$ cat config.mk
export PLATFORM = sky130hd
export DESIGN_NAME = dma2d_addr_gen
export DESIGN_NICKNAME = d
export VERILOG_FILES = /design/src/rtl/dma2d_pkg.sv /design/src/rtl/dma2d_desc_check.sv /design/src/rtl/dma2d_bound_cmp.sv /design/src/rtl/dma2d_step_walker.sv /design/src/rtl/dma2d_addr_gen.sv
export SDC_FILE = /design/constraint.sdc
export NUM_CORES = 2
export LEC_CHECK = 0
export ABC_CLOCK_PERIOD_IN_PS = 7900
export BUFFER_PORTS_ARGS = -buffer_cell sky130_fd_sc_hd__buf_2
export CORE_ASPECT_RATIO = 0.5
export CORE_MARGIN = 2
export CORE_UTILIZATION = 45
export CTS_CLUSTER_SIZE = 16
export DETAILED_ROUTE_END_ITERATION = 6
export PLACE_DENSITY_LB_ADDON = 0.1
export SYNTH_ARGS = -nofsm -noshare
export SYNTH_HDL_FRONTEND = slang
export SYNTH_SLANG_ARGS = --single-unit
$ cat constraint.sdc
create_clock -name clk -period 7.9 [get_ports clk]
set_clock_uncertainty 0.05 [all_clocks]
set_input_delay 1.58 -clock clk [delete_from_list [all_inputs] [get_ports clk]]
set_output_delay 1.58 -clock clk [all_outputs]
set_load 0.1 [all_outputs]
$ cat src/rtl/dma2d_pkg.sv
package dma2d_pkg;
  typedef enum logic [1:0] {
    KIND_COPY  = 2'b00,
    KIND_XPOSE = 2'b01,
    KIND_FREE  = 2'b10,
    KIND_RSVD  = 2'b11
  } kind_e;

  typedef enum logic {
    ST_IDLE = 1'b0,
    ST_RUN  = 1'b1
  } state_e;

  typedef struct packed {
    logic       arm;
    logic       quiet;
    logic [5:0] reg_no;
  } guard_t;
endpackage

$ cat src/rtl/dma2d_desc_check.sv
module dma2d_desc_check #(
  parameter int AW = 64,
  parameter int SW = 32,
  parameter int CW = 16,
  parameter int ALIGN_LG2 = 5,
  localparam int TW = 3 * CW
) (
  input  logic [1:0]    kind,
  input  logic [AW-1:0] start_addr,
  input  logic [SW-1:0] step_x,
  input  logic [SW-1:0] step_y,
  input  logic [CW-1:0] num_x,
  input  logic [CW-1:0] num_y,
  input  logic [CW-1:0] elem_size,
  input  logic [TW-1:0] peer_bytes,
  input  dma2d_pkg::guard_t guard,
  output logic          bad
);
  import dma2d_pkg::*;

  logic          guard_ok;
  logic [TW-1:0] own_bytes;
  logic          copy_bad;
  logic          xpose_bad;

  always_comb begin
    guard_ok  = (guard == '0) || (guard.arm && (guard.reg_no != '0));
    own_bytes = TW'(num_x) * TW'(num_y) * TW'(elem_size);
    copy_bad  = (own_bytes != peer_bytes);
    xpose_bad = (start_addr[ALIGN_LG2-1:0] != '0)
             || ((step_x[ALIGN_LG2-1:0] != '0) && (num_x != CW'(1)))
             || ((step_y[ALIGN_LG2-1:0] != '0) && (num_y != CW'(1)));
    case (kind_e'(kind))
      KIND_COPY:  bad = !guard_ok || copy_bad;
      KIND_XPOSE: bad = !guard_ok || xpose_bad;
      KIND_FREE:  bad = !guard_ok;
      default:    bad = 1'b1;
    endcase
  end
endmodule

$ cat src/rtl/dma2d_bound_cmp.sv
module dma2d_bound_cmp #(
  parameter int AW = 64
) (
  input  logic          armed,
  input  logic [AW-1:0] addr,
  input  logic [AW-1:0] limit,
  output logic          hit
);
  always_comb hit = armed && (addr >= limit);
endmodule

$ cat src/rtl/dma2d_step_walker.sv
module dma2d_step_walker #(
  parameter int AW = 64,
  parameter int SW = 32,
  parameter int CW = 16
) (
  input  logic          clk,
  input  logic          rst_n,
  input  logic          load,
  input  logic          adv,
  input  logic [AW-1:0] start_addr,
  input  logic [SW-1:0] step_x,
  input  logic [SW-1:0] step_y,
  input  logic [CW-1:0] num_x,
  input  logic [CW-1:0] num_y,
  output logic [AW-1:0] cur_addr,
  output logic          last
);
  logic [CW-1:0] x_q, x_d, y_q, y_d, nx_q, nx_d, ny_q, ny_d;
  logic [AW-1:0] row_q, row_d, cur_q, cur_d, sx_q, sx_d, sy_q, sy_d;
  logic          row_end;

  always_comb begin
    row_end = (x_q == nx_q - CW'(1));
    last    = row_end && (y_q == ny_q - CW'(1));
    x_d = x_q;  y_d = y_q;  nx_d = nx_q;  ny_d = ny_q;
    row_d = row_q;  cur_d = cur_q;  sx_d = sx_q;  sy_d = sy_q;
    if (load) begin
      x_d   = '0;
      y_d   = '0;
      nx_d  = num_x;
      ny_d  = num_y;
      sx_d  = {{(AW-SW){step_x[SW-1]}}, step_x};
      sy_d  = {{(AW-SW){step_y[SW-1]}}, step_y};
      row_d = start_addr;
      cur_d = start_addr;
    end else if (adv) begin
      if (row_end) begin
        x_d   = '0;
        y_d   = y_q + CW'(1);
        row_d = row_q + sy_q;
        cur_d = row_q + sy_q;
      end else begin
        x_d   = x_q + CW'(1);
        cur_d = cur_q + sx_q;
      end
    end
  end

  always_ff @(posedge clk or negedge rst_n) begin
    if (!rst_n) begin
      x_q <= '0;  y_q <= '0;  nx_q <= '0;  ny_q <= '0;
      row_q <= '0;  cur_q <= '0;  sx_q <= '0;  sy_q <= '0;
    end else if (load || adv) begin
      x_q <= x_d;  y_q <= y_d;  nx_q <= nx_d;  ny_q <= ny_d;
      row_q <= row_d;  cur_q <= cur_d;  sx_q <= sx_d;  sy_q <= sy_d;
    end
  end

  assign cur_addr = cur_q;
endmodule

$ cat src/rtl/dma2d_addr_gen.sv
module dma2d_addr_gen #(
  parameter int AW = 64,
  parameter int SW = 32,
  parameter int CW = 16,
  parameter int ALIGN_LG2 = 5,
  localparam int TW = 3 * CW
) (
  input  logic          clk,
  input  logic          rst_n,
  input  logic          start,
  input  logic [1:0]    kind,
  input  logic [AW-1:0] start_addr,
  input  logic [SW-1:0] step_x,
  input  logic [SW-1:0] step_y,
  input  logic [CW-1:0] num_x,
  input  logic [CW-1:0] num_y,
  input  logic [CW-1:0] elem_size,
  input  logic [TW-1:0] peer_bytes,
  input  logic [7:0]    bound_cfg,
  output logic [5:0]    lim_sel,
  input  logic [AW-1:0] lim_val,
  output logic          addr_valid,
  input  logic          addr_ready,
  output logic [AW-1:0] addr,
  output logic          busy,
  output logic          done,
  output logic          desc_err,
  output logic          oob_err
);
  import dma2d_pkg::*;

  logic [1:0] rst_sync_q;
  logic       rst_int_n;

  always_ff @(posedge clk or negedge rst_n) begin
    if (!rst_n) rst_sync_q <= '0;
    else        rst_sync_q <= {rst_sync_q[0], 1'b1};
  end
  assign rst_int_n = rst_sync_q[1];

  state_e  state_q, state_d;
  guard_t  guard_q, guard_in;
  logic    done_q, done_d, derr_q, derr_d, oob_q, oob_d;
  logic    take, bad, zero, hit, adv, last, run, bc_armed;
  logic [AW-1:0] cur_addr;

  assign guard_in = guard_t'(bound_cfg);
  assign run      = (state_q == ST_RUN);
  assign take     = start && !run;
  assign zero     = (num_x == '0) || (num_y == '0);
  assign bc_armed = guard_q.arm;

  dma2d_desc_check #(.AW(AW), .SW(SW), .CW(CW), .ALIGN_LG2(ALIGN_LG2)) u_check (
    .kind(kind), .start_addr(start_addr), .step_x(step_x), .step_y(step_y),
    .num_x(num_x), .num_y(num_y), .elem_size(elem_size),
    .peer_bytes(peer_bytes), .guard(guard_in), .bad(bad)
  );

  dma2d_bound_cmp #(.AW(AW)) u_bound (
    .armed(bc_armed), .addr(cur_addr), .limit(lim_val), .hit(hit)
  );

  assign addr_valid = run && !hit;
  assign adv        = addr_valid && addr_ready;

  dma2d_step_walker #(.AW(AW), .SW(SW), .CW(CW)) u_walk (
    .clk(clk), .rst_n(rst_int_n), .load(take), .adv(adv),
    .start_addr(start_addr), .step_x(step_x), .step_y(step_y),
    .num_x(num_x), .num_y(num_y), .cur_addr(cur_addr), .last(last)
  );

  always_comb begin
    state_d = state_q;
    done_d  = 1'b0;
    derr_d  = 1'b0;
    oob_d   = 1'b0;
    if (take) begin
      if (bad) begin
        done_d = 1'b1;
        derr_d = 1'b1;
      end else if (zero) begin
        done_d = 1'b1;
      end else begin
        state_d = ST_RUN;
      end
    end else if (run) begin
      if (hit) begin
        state_d = ST_IDLE;
        done_d  = 1'b1;
        oob_d   = !guard_q.quiet;
      end else if (adv && last) begin
        state_d = ST_IDLE;
        done_d  = 1'b1;
      end
    end
  end

  always_ff @(posedge clk or negedge rst_int_n) begin
    if (!rst_int_n) begin
      state_q <= ST_IDLE;
      done_q  <= 1'b0;
      derr_q  <= 1'b0;
      oob_q   <= 1'b0;
    end else begin
      state_q <= state_d;
      done_q  <= done_d;
      derr_q  <= derr_d;
      oob_q   <= oob_d;
    end
  end

  always_ff @(posedge clk or negedge rst_int_n) begin
    if (!rst_int_n)  guard_q <= '0;
    else if (take)   guard_q <= guard_in;
  end

  assign lim_sel  = guard_q.reg_no;
  assign addr     = cur_addr;
  assign busy     = run;
  assign done     = done_q;
  assign desc_err = derr_q;
  assign oob_err  = oob_q;
endmodule

Word-level counts from Yosys, hierarchy flattened --
Cells that the tools add are included.
Storage, ports and cells: output and inout port bits 75, register bits after elaboration 270, bits of input ports 302
Operators by class: mux-type cells 30, order comparisons 1, equal/unequal tests 9, add/subtract/negate cells 6, $mul 2, reductions and logical operators 34
Operators by type and width (number):
- $mux 64 | 6
- $add 64x64->64 | 2
- $mux 16 | 6
- $ge 64x64->1 | 1
- $mul 32x16->48 | 1
- $ne 48x48->1 | 1
- $add 16x1->16 const B | 2
- $eq 16x16->1 | 2
- $logic_not 16->1 | 2
- $mul 16x16->32 | 1
- $ne 16x1->1 const B | 2
- $sub 16x1->16 const B | 2
- $mux 1 | 17
- $reduce_bool 5->1 | 3
- $logic_and 1x1->1 | 9
- $logic_not 8->1 | 1
- $logic_or 1x1->1 | 7
- $reduce_and 2->1 | 3
- $reduce_bool 6->1 | 1
- $logic_not 1->1 | 4
- $ne 2x2->1 const B | 2
- $reduce_bool 2->1 | 2
- $pmux 1 s3 | 1
- $reduce_and 3->1 | 1
- other kinds (3) | 3

Logic depth before layout (Yosys ltp) --
word-level depth 10, depth in mapped cells 53, mapped depth without buffers 51

Hierarchy --
A second synthesis with hierarchy kept.
Unflattened totals: cells, all modules 5770, area total of the unflattened synthesis 48929.4 um^2
Modules (own cells, without submodules):
- dma2d_desc_check | area an instance 27560.2 um^2, cells each 3260, instances 1
- dma2d_step_walker | area an instance 19048.3 um^2, cells each 2211, instances 1
- dma2d_bound_cmp | area an instance 1604.0 um^2, cells each 228, instances 1
- dma2d_addr_gen | area an instance 716.9 um^2, cells each 71, instances 1

Worst setup path before layout --
OpenSTA, ideal clock, no wires.
path type in2reg, start point input port num_y[1], end point register done_q (netlist: done), path buffers 4, slack -6.473 ns, arrival 14.198 ns, cell stages on the path 50, cell sequence clkbuf_1 clkbuf_1 nand2_1 fa_1 fa_1 inv_1 fa_1 inv_1 fa_1 fa_1 fa_1 inv_1 ha_1 a21o_1 a21oi_1 o21ai_1 nor2b_1 or4b_1 [14 not listed] fa_1 fa_1 inv_1 ha_1 buf_2 nand2_1 o21ai_1 nor2b_1 o21ai_1 a31oi_1 or4_1 or4_1 nor4_1 nand4_1 o41ai_2 o221ai_1 a21oi_1 nor2_1
Between the ends: longest elaborated chain between the ends 7, elaborated cells between the ends (all ways) 14, those cells by class mul: 2; eq/ne: 2; mux: 4; reduce/logical: 6
RTL lines:
- start, declared | line dma2d_addr_gen.sv:16 | input logic [CW-1:0] num_y,
- $mul 16x16->32 or $ne 16x1->1 (tied branches) | line dma2d_desc_check.sv:28, dma2d_desc_check.sv:32
- $mul 32x16->48 or $logic_and 1x1->1 (tied branches) | line dma2d_desc_check.sv:28, dma2d_desc_check.sv:32
- $ne 48x48->1 or $logic_or 1x1->1 (tied branches) | line dma2d_desc_check.sv:29, dma2d_desc_check.sv:32
- $logic_or 1x1->1, on equally long branches | line dma2d_desc_check.sv:34, dma2d_desc_check.sv:35
- $pmux 1 s3 | line dma2d_desc_check.sv:33 | case (kind_e'(kind))
- $mux 1 (*) | line dma2d_addr_gen.sv:78 | if (bad) begin
- $mux 1 (*) | line dma2d_addr_gen.sv:77 | if (take) begin
- net done_d | line dma2d_addr_gen.sv:43 | logic done_q, done_d, derr_q, derr_d, oob_q, oob_d;
- end signal, assigned | line dma2d_addr_gen.sv:106 | done_q <= done_d;
- end, declared | line dma2d_addr_gen.sv:43
Mark *: on every way through the listed nets, which the timed path passes. The rest lies on a longest branch. A chain may end at the register's enable or synchronous reset.

Final worst setup path --
start point input port num_y[12], end point register done_q (netlist: done)
Same word-level chain as after synthesis.

==> impl_metrics.yaml <==
sta:
  grt_setup_unrepaired: "yes"
  slew_viol_final: 0
  worst_pin_slew_ns: 0.982
  fmax_ghz: 0.0742
  fin_crit_sh: 1.71
  finalCriticalPeriod_ns: 13.47
  setup_viol: 3
  setup_ws_ns: -5.57
  max_slew_margin: 0.345
  holdWs_ns: 0.164
  finalHoldViolCount: 0
grt:
  grt_remaining_overflow: 0
  grt_pass1_vias: 44200
  grt_util_all_layers: 0.290
  grt_max_degree: 161
  antenna_found_initial: 9
  grt_pass1_wl_um: 249000
critical_path:
  slowest_delay_ns: 0.60
  crit_path_max_fanout: 5
  r2r_slack_ns: 2.69
  crit_type: "in -> reg"
  path_delay_family: "adder cells"
  worst_ep_arrival_time_ns: 13.87
  cpMostUsedCell: "fa_1"
  crit_buf_inv: 10
  cp-end-kind: "flop"
  cp-start-kind: "input pin"
  required_ns: 8.30
  cp_slowest_cell: "fa_1"
final_layout:
  syn_to_final_growth_pct: 19.5
  drive_gt1_frac: 0.178
  fin_util: 0.541
  fin_nets: 7702
yosys:
  ys_seq_elements: 270
  ys_warn_count: 0
  synth_fp_nets: 7020
  synth_edf_count: 0
  ys.flop_type: "dfrtp_1"
  synthCells: 5686
  yosysSeqAreaShare: 0.143
  async_flop_share: 1.00
  avgSynthCellArea_um2: 8.32
  syn_area_mm2: 0.0473
  yosysUniqueCellTypes: 93
outcome:
  status: "finished, violations left"
  violations: "negative setup slack"
die:
  die_area_mm2: 0.108
  initial_core_util: 0.452
  die_y_um: 233
  die_x_um: 463
  num_rows: 84
  core_area_mm2: 0.105
  io_pins: 377
detailed_routing:
  dr.pass1.iters: 6
  wl_per_cell_um: 19.9
  wirelength_um: 156000
  drt-initial-drc-count: 2508
  drc: 0
  postRouteAntennaNets: 0
  vias: 42400
  post_drt_via_cell_ratio: 5.43
cts:
  clk_path_buf_depth: 3
  clock_latency_ns: 0.57
  cts-root-buf: "clkbuf_16"
  numCtsBuffers: 37
  clk_pin_slew_worst_paths_ns: 0.06
  tritoncts: "done"
  cts_sinks: 270
  cts_max_level: 2
place:
  hpwlAfterDp_um: 128000
  portBuffers: 376
  gp_congestion: 0.954
worst_hold_path:
  hp-class: "reg -> async"
flow_run:
  drv_cap: 0
## path summary, 6_finish.rpt
check                                         from                  end  depth (start not counted)
worst max-delay path                     num_y[12]                 done                         49
max in group asynchronous            rst_sync_q[1]  u_walk.cur_addr[52]                          2
worst min-delay path                 rst_sync_q[1]      u_walk.sx_q[14]                          0
worst min register to register       rst_sync_q[1]      u_walk.sx_q[14]                          0
worst max register to register  u_walk.cur_addr[0]  u_walk.cur_addr[61]                         16
min in group clk                     rst_sync_q[0]        rst_sync_q[1]                          0
## worst reg2reg max path, delay by kind of cell, from the launching register on
kind | cells | cell delay (ns)
AOI/OAI and AO/OA | 8 | 2.02
buffers and inverters | 3 | 1.22
and+or+nand+nor | 4 | 1.10
DFF | 1 | 0.40
adders and majority gates | 1 | 0.26
## state kept, by name (all words and copies together), names as in the netlist
name and flops:
oob_err 1, bc_armed 1, desc_err 1, u_walk.sy_q 32, u_walk.sx_q 32, u_walk.ny_q 16
rst_sync_q 2, lim_sel 6, u_walk.y_q 16, u_walk.nx_q 16, u_walk.x_q 16, busy 1
u_walk.cur_addr 64, done 1, guard_q 1, u_walk.row_q 64
## repair_timing
item / in CTS / in global routing
hold endpoints to repair: 0 / 0
hold buffers: 0 / 0
pin swaps: 103 / 70
buffers inserted: 20 / 3
gates resized for setup: 135 / 56
endpoints found under the setup margin: 3 / 3
## cells by family (layout without fill, tap and decap cells)
group                      Yosys count  count (layout)  synth area share
AOI/OAI and AO/OA                 1040            1040             0.141
muxes                               38              38           0.00812
and+or+nand+nor                   2062            2062             0.210
DFF                                270             270             0.143
adders and majority gates         1032            1032             0.370
other                                1               4         0.0000792
buffers and inverters              976            1686            0.0786
xor gates and xnor gates           267             267            0.0496
## area by class of cell
type | count | area, um2
multi-input combinational | 4440 | 37500
tap | 1419 | 1780
clock inverter | 16 | 188
fill | 9951 | 48100
sequential | 270 | 6760
timing repair buffer | 924 | 6680
inverter | 695 | 2610
antenna | 3 | 7.51
clock buffer | 51 | 1070
## per-layer routing
layer	part of all wire	GRT usage	vias up
li1	-	-	20000
met1	0.46	0.398	21300
met2	0.48	0.503	951
met3	0.041	0.0223	179
met4	0.022	0.0626	4
met5	0.00017	0	-
## synth_stat cells, types with 26 or more instances
cell type    n  share of area
o21a_1      33         0.0052
xnor2_1    153          0.028
o21ai_0    217          0.023
mux2i_1     35         0.0074
xor2_1     113          0.021
clkbuf_1   247          0.020
inv_1      695          0.055
o31ai_1     28         0.0044
nor2b_1     61         0.0081
nand3_1     82         0.0087
ha_1       418           0.11
nand2b_1    36         0.0048
dfrtp_1    270           0.14
o211ai_1    38         0.0060
and2_1     417          0.055
fa_1       614           0.26
nor2_1     260          0.021
a21oi_1    273          0.029
nand4_1     65         0.0086
nor3_1      61         0.0065
and3_1      50         0.0066
a211oi_1    41         0.0065
o21bai_1    36         0.0057
nand2_1    921          0.073
o21ai_1     26         0.0027
a21o_1     142          0.023
a31oi_1     42         0.0056
## metrics by stage
stage               worst slack [ns]  setup TNS [ns]  area, um2  cells
detailed placement             -6.66          -19.67      54400   7727
CTS                            -5.56          -16.37      56400   7813
finish                         -5.57          -16.48      56600   7818
global placement               -6.49          -19.15      54400   7727
floorplan                      -5.68          -16.62      47800   5686
global route                   -6.00          -17.74      56600   7815
## placed cells by master (no fill, tap or decap), drive strengths merged, types with 10 or more instances in the layout
cell type / n
o21a: 33
a21o: 142
xnor2: 153
o21ai: 243
a211oi: 41
nand2: 922
dfrtp: 270
a21oi: 273
a221oi: 10
nor4: 28
ha: 418
or3: 17
or2: 11
o31ai: 28
nand4: 65
nor2: 260
nor2b: 61
clkbuf: 53
a31oi: 42
o211ai: 38
fa: 614
xor2: 114
and2: 417
nand3: 83
nor3: 64
clkinv: 11
nand2b: 36
inv: 696
a41oi: 10
mux2i: 35
or4: 12
o22ai: 17
and3: 50
o21bai: 36
buf: 922
a21boi: 15
Power is left out: the tool's default activity adds up to more than one toggle a clock period on the data nets, which glitch-free logic cannot reach.
